`config.mk`:
```
export PLATFORM = sky130hd
export DESIGN_NAME = pwm_bank
export DESIGN_NICKNAME = d
export VERILOG_FILES = /design/src/rtl/pwm_bank_pkg.sv /design/src/rtl/pwm_bank_regs.sv /design/src/rtl/pwm_bank_presc.sv /design/src/rtl/pwm_bank_lane.sv /design/src/rtl/pwm_bank.sv
export SDC_FILE = /design/constraint.sdc
export NUM_CORES = 1
export LEC_CHECK = 0
export CAP_MARGIN = 0
export CORE_MARGIN = 8
export CORE_UTILIZATION = 30
export DETAILED_ROUTE_END_ITERATION = 10
export DONT_BUFFER_PORTS = 1
export PLACE_DENSITY_LB_ADDON = 0.1
export SETUP_SLACK_MARGIN = 0.05
export SLEW_MARGIN = 10
export SYNTH_ARGS = -nofsm -noshare
export SYNTH_HDL_FRONTEND = slang
export SYNTH_SLANG_ARGS = --single-unit
```
`constraint.sdc`:
```
create_clock -name clk -period 3.5 [get_ports clk]
set_clock_uncertainty 0.15 [all_clocks]
set_input_delay 0.525 -clock clk [delete_from_list [all_inputs] [get_ports clk]]
set_output_delay 0.525 -clock clk [all_outputs]
set_load 0.01 [all_outputs]
```
`src/rtl/pwm_bank_pkg.sv`:
```
package pwm_bank_pkg;

   localparam int unsigned GLB_EN_OFS  = 'h000;
   localparam int unsigned CLK_SEL_OFS = 'h210;
   localparam int unsigned CTRL_OFS    = 'h00;
   localparam int unsigned PER_OFS     = 'h2C;
   localparam int unsigned THR_OFS     = 'h30;
   localparam int unsigned PER_OFS_ALT = 'h30;
   localparam int unsigned THR_OFS_ALT = 'h34;
   localparam int unsigned RUN_BIT     = 15;
   localparam int unsigned MAX_CH      = 8;
   localparam int unsigned LAST_BASE   = 'h220;

   // windows follow a 0x40 stride except the last one
   function automatic int unsigned chan_base(int unsigned ch);
      return (ch < MAX_CH - 1) ? ('h010 + 'h040 * ch) : LAST_BASE;
   endfunction

   function automatic int unsigned per_ofs(int unsigned ch, bit alt);
      return (alt && ch > 2) ? PER_OFS_ALT : PER_OFS;
   endfunction

   function automatic int unsigned thr_ofs(int unsigned ch, bit alt);
      return (alt && ch > 2) ? THR_OFS_ALT : THR_OFS;
   endfunction

endpackage

```
`src/rtl/pwm_bank_regs.sv`:
```
module pwm_bank_regs
   import pwm_bank_pkg::*;
#(
   parameter int unsigned NCH         = 8,
   parameter int unsigned ADDR_W      = 10,
   parameter int unsigned DATA_W      = 32,
   parameter int unsigned CNT_W       = 13,
   parameter int unsigned DIV_W       = 3,
   parameter bit          ALT_MAP     = 1'b0,
   parameter bit          HAS_REF_SEL = 1'b1
) (
   input  logic                        clk,
   input  logic                        rst_n,
   input  logic                        req_valid,
   input  logic                        req_write,
   input  logic [ADDR_W-1:0]           req_addr,
   input  logic [DATA_W-1:0]           req_wdata,
   output logic [DATA_W-1:0]           rd_data,
   output logic [NCH-1:0]              en_o,
   output logic                        sel_o,
   output logic [NCH-1:0]              mode_o,
   output logic [NCH-1:0][DIV_W-1:0]   div_o,
   output logic [NCH-1:0][CNT_W-1:0]   per_o,
   output logic [NCH-1:0][CNT_W-1:0]   thr_o
);

   localparam logic [ADDR_W-1:0] EN_A  = ADDR_W'(GLB_EN_OFS);
   localparam logic [ADDR_W-1:0] SEL_A = ADDR_W'(CLK_SEL_OFS);

   logic [NCH-1:0]            en_q;
   logic                      sel_q;
   logic [NCH-1:0]            mode_q;
   logic [NCH-1:0][DIV_W-1:0] div_q;
   logic [NCH-1:0][CNT_W-1:0] per_q;
   logic [NCH-1:0][CNT_W-1:0] thr_q;
   logic [DATA_W-1:0]         rd_q;
   logic [DATA_W-1:0]         rd_next;
   logic                      wr_go;
   logic                      rd_go;

   assign wr_go = req_valid &  req_write;
   assign rd_go = req_valid & ~req_write;

   // read decode: flat address compares, zero when nothing matches
   always_comb begin
      rd_next = '0;
      if (req_addr == EN_A) rd_next[NCH-1:0] = en_q;
      if (HAS_REF_SEL && req_addr == SEL_A) rd_next[0] = sel_q;
      for (int c = 0; c < NCH; c++) begin
         if (req_addr == ADDR_W'(chan_base(unsigned'(c)) + CTRL_OFS)) begin
            rd_next[RUN_BIT]     = mode_q[c];
            rd_next[DIV_W-1:0]   = div_q[c];
         end
         if (req_addr == ADDR_W'(chan_base(unsigned'(c)) + per_ofs(unsigned'(c), ALT_MAP)))
            rd_next[CNT_W-1:0] = per_q[c];
         if (req_addr == ADDR_W'(chan_base(unsigned'(c)) + thr_ofs(unsigned'(c), ALT_MAP)))
            rd_next[CNT_W-1:0] = thr_q[c];
      end
   end

   always_ff @(posedge clk or negedge rst_n) begin
      if (!rst_n) begin
         en_q   <= '0;
         sel_q  <= 1'b0;
         mode_q <= '0;
         div_q  <= '0;
         per_q  <= '0;
         thr_q  <= '0;
         rd_q   <= '0;
      end else begin
         rd_q <= rd_go ? rd_next : '0;
         if (wr_go) begin
            if (req_addr == EN_A) en_q <= req_wdata[NCH-1:0];
            if (HAS_REF_SEL && req_addr == SEL_A) sel_q <= req_wdata[0];
            for (int c = 0; c < NCH; c++) begin
               if (req_addr == ADDR_W'(chan_base(unsigned'(c)) + CTRL_OFS)) begin
                  mode_q[c] <= req_wdata[RUN_BIT];
                  div_q[c]  <= req_wdata[DIV_W-1:0];
               end
               if (req_addr == ADDR_W'(chan_base(unsigned'(c)) + per_ofs(unsigned'(c), ALT_MAP)))
                  per_q[c] <= req_wdata[CNT_W-1:0];
               if (req_addr == ADDR_W'(chan_base(unsigned'(c)) + thr_ofs(unsigned'(c), ALT_MAP)))
                  thr_q[c] <= req_wdata[CNT_W-1:0];
            end
         end
      end
   end

   assign rd_data = rd_q;
   assign en_o    = en_q;
   assign sel_o   = sel_q;
   assign mode_o  = mode_q;
   assign div_o   = div_q;
   assign per_o   = per_q;
   assign thr_o   = thr_q;

   // no read request means zero read data next cycle
   a_r11_idle_rd_zero: assert property (@(posedge clk) disable iff (!rst_n)
      !rd_go |=> (rd_data == '0));

   // enable word only moves on a bus write
   a_r1_en_hold: assert property (@(posedge clk) disable iff (!rst_n)
      !wr_go |=> $stable(en_o));

   // clock select only moves on a bus write
   a_r10_sel_hold: assert property (@(posedge clk) disable iff (!rst_n)
      !wr_go |=> $stable(sel_o));

endmodule

```
`src/rtl/pwm_bank_presc.sv`:
```
module pwm_bank_presc #(
   parameter int unsigned DIV_W = 3
) (
   input  logic             clk,
   input  logic             rst_n,
   input  logic             clear,
   input  logic             tick_in,
   input  logic [DIV_W-1:0] div,
   output logic             step
);

   localparam int unsigned PRE_W = (1 << DIV_W) - 1;

   logic [PRE_W-1:0] pre_q;
   logic [PRE_W-1:0] lim;

   // limit is 2^div - 1: div low bits set
   assign lim  = ~({PRE_W{1'b1}} << div);
   assign step = tick_in & (pre_q == lim);

   always_ff @(posedge clk or negedge rst_n) begin
      if (!rst_n)        pre_q <= '0;
      else if (clear)    pre_q <= '0;
      else if (tick_in)  pre_q <= step ? '0 : pre_q + 1'b1;
   end

   // prescaler never runs past the divider limit
   a_r6_pre_bound: assert property (@(posedge clk) disable iff (!rst_n)
      pre_q <= lim);

   // a cleared prescaler restarts from zero
   a_r9_pre_clear: assert property (@(posedge clk) disable iff (!rst_n)
      clear |=> (pre_q == '0));

endmodule

```
`src/rtl/pwm_bank_lane.sv`:
```
module pwm_bank_lane #(
   parameter int unsigned CNT_W = 13,
   parameter int unsigned DIV_W = 3
) (
   input  logic             clk,
   input  logic             rst_n,
   input  logic             run_en,
   input  logic             tick_in,
   input  logic             cfg_mode,
   input  logic [DIV_W-1:0] cfg_div,
   input  logic [CNT_W-1:0] cfg_per,
   input  logic [CNT_W-1:0] cfg_thr,
   output logic             pwm_o
);

   localparam logic [CNT_W:0] ONE = (CNT_W+1)'(1);

   logic             sh_mode;
   logic [DIV_W-1:0] sh_div;
   logic [CNT_W-1:0] sh_per;
   logic [CNT_W-1:0] sh_thr;
   logic [CNT_W-1:0] cnt_q;
   logic             active;
   logic             step;
   logic             wrap;

   assign active = run_en & sh_mode;
   assign wrap   = ({1'b0, cnt_q} + ONE) >= {1'b0, sh_per};

   pwm_bank_presc #(.DIV_W(DIV_W)) u_presc (
      .clk     (clk),
      .rst_n   (rst_n),
      .clear   (~active),
      .tick_in (tick_in),
      .div     (sh_div),
      .step    (step)
   );

   // shadow copy follows the registers while idle, reloads only on wrap
   always_ff @(posedge clk or negedge rst_n) begin
      if (!rst_n) begin
         sh_mode <= 1'b0;
         sh_div  <= '0;
         sh_per  <= '0;
         sh_thr  <= '0;
         cnt_q   <= '0;
      end else if (!active || (step && wrap)) begin
         sh_mode <= cfg_mode;
         sh_div  <= cfg_div;
         sh_per  <= cfg_per;
         sh_thr  <= cfg_thr;
         cnt_q   <= '0;
      end else if (step) begin
         cnt_q   <= cnt_q + 1'b1;
      end
   end

   assign pwm_o = active & (cnt_q < sh_thr);

   // a disabled lane holds its count at zero
   a_r9_cnt_reset: assert property (@(posedge clk) disable iff (!rst_n)
      !run_en |=> (cnt_q == '0));

   // count stays below the active period
   a_r6_cnt_bound: assert property (@(posedge clk) disable iff (!rst_n)
      (cnt_q == '0) || (cnt_q < sh_per));

   // mid-period the active settings do not move
   a_r8_shadow_hold: assert property (@(posedge clk) disable iff (!rst_n)
      ($past(active) && active && cnt_q != '0) |-> ($stable(sh_per) && $stable(sh_thr) && $stable(sh_div)));

   // threshold at or above a nonzero period keeps the output high
   a_r7_full_high: assert property (@(posedge clk) disable iff (!rst_n)
      (active && sh_per != '0 && sh_thr >= sh_per) |-> pwm_o);

endmodule

```
`src/rtl/pwm_bank.sv`:
```
module pwm_bank
   import pwm_bank_pkg::*;
#(
   parameter int unsigned NCH         = 8,
   parameter int unsigned ADDR_W      = 10,
   parameter int unsigned DATA_W      = 32,
   parameter int unsigned CNT_W       = 13,
   parameter int unsigned DIV_W       = 3,
   parameter bit          ALT_MAP     = 1'b0,
   parameter bit          HAS_REF_SEL = 1'b1
) (
   input  logic              clk,
   input  logic              rst_n,
   input  logic              req_valid,
   input  logic              req_write,
   input  logic [ADDR_W-1:0] req_addr,
   input  logic [DATA_W-1:0] req_wdata,
   output logic [DATA_W-1:0] rd_data,
   input  logic              ref_tick,
   output logic [NCH-1:0]    pwm_o
);

   localparam int unsigned TOP_ADDR = LAST_BASE + THR_OFS_ALT;

   if (NCH < 1 || NCH > MAX_CH)
      $error("pwm_bank: NCH must be 1..%0d", MAX_CH);
   if (DIV_W < 1 || DIV_W > 4)
      $error("pwm_bank: DIV_W must be 1..4");
   if (CNT_W < 1 || CNT_W > RUN_BIT)
      $error("pwm_bank: CNT_W must be 1..%0d", RUN_BIT);
   if (DATA_W <= RUN_BIT || DATA_W < NCH)
      $error("pwm_bank: DATA_W too narrow");
   if ((1 << ADDR_W) <= TOP_ADDR)
      $error("pwm_bank: ADDR_W too narrow for the register map");

   logic [NCH-1:0]            en_w;
   logic                      sel_w;
   logic [NCH-1:0]            mode_w;
   logic [NCH-1:0][DIV_W-1:0] div_w;
   logic [NCH-1:0][CNT_W-1:0] per_w;
   logic [NCH-1:0][CNT_W-1:0] thr_w;
   logic                      tick_src;

   pwm_bank_regs #(
      .NCH(NCH), .ADDR_W(ADDR_W), .DATA_W(DATA_W), .CNT_W(CNT_W),
      .DIV_W(DIV_W), .ALT_MAP(ALT_MAP), .HAS_REF_SEL(HAS_REF_SEL)
   ) u_regs (
      .clk       (clk),
      .rst_n     (rst_n),
      .req_valid (req_valid),
      .req_write (req_write),
      .req_addr  (req_addr),
      .req_wdata (req_wdata),
      .rd_data   (rd_data),
      .en_o      (en_w),
      .sel_o     (sel_w),
      .mode_o    (mode_w),
      .div_o     (div_w),
      .per_o     (per_w),
      .thr_o     (thr_w)
   );

   if (HAS_REF_SEL) begin : g_ref_sel
      assign tick_src = sel_w ? ref_tick : 1'b1;
   end else begin : g_clk_only
      assign tick_src = 1'b1 | (sel_w & ref_tick);
   end

   for (genvar c = 0; c < NCH; c++) begin : g_lane
      pwm_bank_lane #(.CNT_W(CNT_W), .DIV_W(DIV_W)) u_lane (
         .clk      (clk),
         .rst_n    (rst_n),
         .run_en   (en_w[c]),
         .tick_in  (tick_src),
         .cfg_mode (mode_w[c]),
         .cfg_div  (div_w[c]),
         .cfg_per  (per_w[c]),
         .cfg_thr  (thr_w[c]),
         .pwm_o    (pwm_o[c])
      );
   end

   // an output whose enable was clear stays low
   a_r9_out_low: assert property (@(posedge clk) disable iff (!rst_n)
      $onehot0(pwm_o & ~en_w) && ((pwm_o & ~en_w) == '0));

endmodule

```
Word-level counts from Yosys, hierarchy flattened
Index checks and enable logic that the tools add are counted.
- register bits after elaboration: 681
- output and inout bits: 40
- add/sub/neg operators: 24
- magnitude comparators: 16
- equal/unequal tests: 41
- shifts and indexed selects: 8
- mux-type cells: 76
- bitwise operators: 35
- reductions and logical operators: 59
- operators with widths (kind ; count):
    two-way mux 13 bit ; 32
    two-way mux 7 bit ; 24
    adder 13 x 1 -> 14 bit, second input constant ; 8
    greater-or-equal comparator 14 x 13 -> 1 bit ; 8
    adder 13 x 1 -> 13 bit, second input constant ; 8
    less-than comparator 13 bit ; 8
    == test 10 x 9 -> 1 bit, second input constant ; 10
    == test 10 x 8 -> 1 bit, second input constant ; 6
    adder 7 x 1 -> 7 bit, second input constant ; 8
    == test 7 bit ; 8
    NOT 7 bit ; 8
    << shifter 7 x 3 -> 7 bit, first input constant ; 8
    AND reduction 2 bit ; 26
    == test 10 bit, second input constant ; 4
    == test 10 x 7 -> 1 bit, second input constant ; 3
    bitwise AND 1 bit ; 26
    two-way mux 3 bit ; 8
    two-way mux 16 bit ; 1
    != test 2 bit, second input constant ; 8
    nonzero test 2 bit ; 8
    == test 10 x 5 -> 1 bit, second input constant ; 1
    == test 10 x 6 -> 1 bit, second input constant ; 1
    zero test 10 bit ; 1
    two-way mux 1 bit ; 10
    5 further kinds ; 26

Longest topological paths before layout
- depth in word-level cells: 28
- depth in mapped cells: 16
- depth with buffers taken out: 14

Hierarchy
A second synthesis with hierarchy kept.
- cells, all modules: 3354
- area, all modules: 37458.4 µm²
- modules (own cells, without submodules) (module ; instances ; cells an instance ; area an instance (µm²)):
    pwm_bank_lane ; 8 ; 232 ; 2603.7
    pwm_bank_regs ; 1 ; 973 ; 12175.4
    pwm_bank_presc at g_lane[0].u_lane.u_presc ... ; 7 ; 66 ; 558.0
    pwm_bank_presc at g_lane[7].u_lane.u_presc ; 1 ; 62 ; 540.5
    pwm_bank ; 1 ; 1 ; 6.3

Least setup slack after synthesis
No wires, ideal clock.
- kind: register to register
- from: register g_lane[6].u_lane.cnt_q[0]
- to: register g_lane[6].u_lane.sh_div[0]
- library setup time: 0.125 ns
- data arrival time: 3.537 ns
- required time: 3.225 ns
- setup slack: -0.312 ns
- cell stages (with the launch flop): 17
- path through: dfrtp_1 > ha_1 > and3_1 > nand3_1 > or2_2 > clkbuf_1 > nor3_1 > xor2_1 > ha_1 > nand4_1 > o21ai_0 > or3_1 > a311oi_1 > o21ai_1 > nand2b_4 > buf_6 > mux2_4
- word-level cells in the longest chain between the ends: 4
- ends and longest elaborated chain (what ; RTL line ; source):
    start: declaration ; pwm_bank_lane.sv:22 ; logic [CNT_W-1:0] cnt_q;
    start signal: assignment ; pwm_bank_lane.sv:54 ; cnt_q <= cnt_q + 1'b1;
    adder 13 x 1 -> 14 bit ; pwm_bank_lane.sv:28 ; assign wrap = ({1'b0, cnt_q} + ONE) >= {1'b0, sh_per};
    greater-or-equal comparator 14 x 13 -> 1 bit ; pwm_bank_lane.sv:28 ;
    logical AND 1 bit ; pwm_bank_lane.sv:47 ; end else if (!active || (step && wrap)) begin
    logical OR 1 bit ; pwm_bank_lane.sv:47 ;
    end signal: assignment ; pwm_bank_lane.sv:49 ; sh_div <= cfg_div;
    end: declaration ; pwm_bank_lane.sv:19 ; logic [DIV_W-1:0] sh_div;
No other way between the ends.
A chain may end at the register's enable or synchronous reset.

Worst setup path after layout
- from: register g_lane[6].u_lane.cnt_q[0]
- to: register g_lane[6].u_lane.sh_per[9]
- word-level cells in the longest chain between the ends: 4
- ends and longest elaborated chain (what ; RTL line ; source):
    adder 13 x 1 -> 14 bit ; pwm_bank_lane.sv:28 ;
    greater-or-equal comparator 14 x 13 -> 1 bit ; pwm_bank_lane.sv:28 ;
    logical AND 1 bit ; pwm_bank_lane.sv:47 ;
    logical OR 1 bit ; pwm_bank_lane.sv:47 ;
    end signal: assignment ; pwm_bank_lane.sv:50 ; sh_per <= cfg_per;
    end: declaration ; pwm_bank_lane.sv:20 ; logic [CNT_W-1:0] sh_per;
No other way between the ends.

==> impl_results.md <==
* Final Setup Violations at 34
* Synth top area cells: dfrtp_1 (46%), mux2_2 (13%), ha_1 (7.6%)
* Final nets at 3735
* IO Pins at 87
* Worst EP required at 3860 ps
* Post-synth top area cell: dfrtp_1
* Clock transition at path regs at 60 ps
* Biggest cell delay along the critical path at 390 ps
* Final HPWL DP at 88800 µm
* Total grt overflow at 0
* DRT Pass-1 Iters at 7
* Critical path capture point type: flop
* GRT Overall Usage at between 10% and 20%
* Min Tclk post-route at 3550 ps
* Placed insts at 4856
* Worst slew margin at 16.1%
* Wire length per cell at between 20 and 25 µm
* Number of DRC markers in iteration 0 at 1881
* Slew Viols, Final at 0
* R2R setup slack at -50 ps
* Vias per cell at between 5 and 6
* Hold Slack at 83.5 ps
* Failing checks: negative setup slack
* Die ar. at 131000 µm²
* Initial core utilization at 30.3%
* Yosys cell types at 86
* Vias in the first global route at 27100
* Via count at 26400
* Port buffer count at 0
* Status: finished, violations left
* CTS Sinks at 663
* Met1 Track Usage GR at 25.2%
* GPL Wtd Cong at 0.927
* First-pass GRT wire length at 181000 µm
* Final WL at 122000 µm
* CP Class: reg2reg
* Setup crit start kind: flop
* Max cap viols at 0
* Pwr Total at 17.0 mW
* Layout area overhead at 19.3%
* RSZ-0062 raised after global routing: yes
* Sequential cell area fraction in the yosys report at 46.4%
* TritonCTS clock tree: built
* Worst path cell trace: ha_2, and3_4, nand3_4, or2_4, nor3_4, xor2_2, ha_1, nand4_1, o21ai_1, or3_1, a311oi_2, o21ai_2, nand2b_4, buf_12, mux2_4
* Most common flop cell mapped by yosys: dfrtp_1
* Max Clk Rate at 282 MHz
* CTS Root Cell: clkbuf_16
* Top fanout value on the critical path at 13
* Mapped cell area at between 30000 and 40000 µm²
* Antenna-violating nets left at 0
* Core Rows at approximately 130
* Async SR Flop Fraction at between 90% and 100%
* Die height at between 300 and 400 µm
* Htree depth at 3
* Die Wd at between 300 and 400 µm
* GRT busiest layer: met2
* Initial antenna violation count at 11
* Met2 usage at 29.0%
* Syn Inst Count at 3310
* CTS Buf Count at between 80 and 90
* Number of flops mapped to enable cells by yosys at 0
* Largest net degree at the start of global routing at 664
* Clock Latency Late Sink at 640 ps
* Worst setup margin at -48.7 ps
* Synth warn at 0
* Share of the synthesized area in the top cell type at 46.4%
* #FFs+latches synth at 663
* Core ar. at around 120000 µm²
* Layout cells sized above 1 at 26.6%
* Drt drc at 0
* Maximum root-to-sink buffer count at 3
* CP Data Arrival Time at 3900 ps
* Grt met3 use at 3.14%
* Non-filler cells in the finished layout at 5068
* PwrDens at 398 nW/µm²
* Leak at 19.8 nW
* Slowest CP cell: dfrtp_1
* Worst Tran Pin Value at 1250 ps
* Hold crit path type: in2reg
* Worst VDD drop at 0.402 mV
* Final hold violations at 0
* Part of the cycle the worst path needs at 101%
* Mean Syn Cell Area at 10.8 µm²
[cells by family after synthesis]
logic type,count (synthesis),share of synthesized area (%)
AO/OA/AOI/OAI,629,12.1
XOR/XNOR,117,2.86
adder cells (fa/ha/maj),216,7.55
buffers and inverters,436,5.07
flip-flops,663,46.4
multiplexers,477,15.3
other,1,0.0105
AND/OR/NAND/NOR,771,10.8
[synthesized netlist by cell type (all sizes together), types with 17 or more instances]
library cell and n:
dfrtp 663, mux2 469, inv 260, ha 216
nand2 214, o21ai 177, nor2 156, nand3 111
clkbuf 98, a21oi 83, buf 78, xnor2 74
nand2b 55, a22o 49, xor2 43, a21o 38
nand4 37, nor3 37, nor2b 30, a211oi 27
and3 25, and2 24, a22oi 23, o22ai 23
a221oi 21, a31oi 18, or3 17
[metal layers]
metal  wire [µm]  share of wire, %
met1       56900                47
met2       55900                46
met3        6160               5.0
met4        3200               2.6
met5          13             0.011
[report_power, final]
part | switching [mW] | internal, mW
clock | 3.41 | 5.32
sequential | 0.0589 | 7.71
combinational | 0.358 | 0.145
[layout make-up]
type                    count  area [µm²]
inverters                 260         976
clock inverters            31         383
repair buffers            237        2330
well taps                1536        1920
fillers                 11700       75500
diodes                      2        5.00
clock buffers             111        2370
flip-flops and latches    663       16600
multi-input cells        2228       18100
[state kept, by name, summed over array words and instances (netlist names)]
register and flops:
g_lane.u_lane.cnt_q 104, g_lane.u_lane.sh_div 24, g_lane.u_lane.sh_mode 8, g_lane.u_lane.sh_per 104, g_lane.u_lane.sh_thr 104, g_lane.u_lane.u_presc.pre_q 56, u_regs.div_o 24, u_regs.en_o 8
u_regs.mode_o 8, u_regs.per_o 104, u_regs.rd_data 14, u_regs.sel_o 1, u_regs.thr_o 104
[layout by cell type (no fill, tap or decap), types with 15 or more instances in the layout]
| master | count |
|---|---|
| dfrtp_1 | 654 |
| mux2_2 | 416 |
| inv_1 | 260 |
| nand2_1 | 214 |
| ha_1 | 204 |
| buf_4 | 186 |
| o21ai_0 | 161 |
| nor2_1 | 138 |
| nand3_1 | 102 |
| clkbuf_16 | 91 |
| a21oi_1 | 81 |
| xnor2_1 | 66 |
| nand2b_1 | 52 |
| a22o_1 | 49 |
| xor2_1 | 37 |
| nand4_1 | 37 |
| a21o_1 | 37 |
| nor3_1 | 30 |
| mux2_4 | 29 |
| nor2b_1 | 27 |
| buf_12 | 25 |
| mux2_1 | 24 |
| a22oi_1 | 23 |
| o22ai_1 | 22 |
| and2_1 | 22 |
| a221oi_1 | 21 |
| a211oi_1 | 21 |
| and3_1 | 19 |
| conb_1 | 18 |
| or3_1 | 16 |
| a31oi_1 | 16 |
| clkbuf_8 | 16 |
| clkinv_2 | 15 |
[metrics by stage]
step	setup slack [ps]	instance area, µm²	TNS (ps)	utilization (%)
6_report	-48.7	42700	-1050	36.1
5_1_grt	-246	42700	-9450	36.1
4_1_cts	-64.1	41600	-1370	35.2
3_5_place_dp	-138	38400	-4410	32.5
3_3_place_gp	-61.6	38400	-1710	32.5
2_1_floorplan	-16.4	35900	-407	-
[critical path, delay by kind of cell, from the launching register on]
family	cells	cell delay [ps]
xor+xnor	1	200
compound gates	3	420
fa+ha+maj	2	480
simple gates	7	1320
flops	1	390
buf+inv	1	170
mux	1	300
[path summary, 6_finish.rpt]
check                      cells past startpoint                                end                       start
max                                           15         g_lane[6].u_lane.sh_per[9]   g_lane[6].u_lane.cnt_q[0]
min                                            3                       u_regs.sel_o                 req_addr[7]
max reg2reg                                   15         g_lane[6].u_lane.sh_per[9]   g_lane[6].u_lane.cnt_q[0]
min reg2reg                                    1         g_lane[3].u_lane.sh_per[4]  g_lane[3].u_lane.sh_per[4]
max in group asynchronous                      5          g_lane[5].u_lane.cnt_q[1]                       rst_n
min in group asynchronous                      2  g_lane[3].u_lane.u_presc.pre_q[3]                       rst_n
[repair_timing]
action | in CTS | in global routing
cloned | 0 | 10
setup endpoints to repair | 210 | 309
buffers inserted | 9 | 29
hold endpoints to repair | 912 | 193
gates resized for setup | 19 | 116
pin swaps | 6 | 44
hold buffers | 14 | 2
Note: power is estimated with default switching activity, not from simulation.
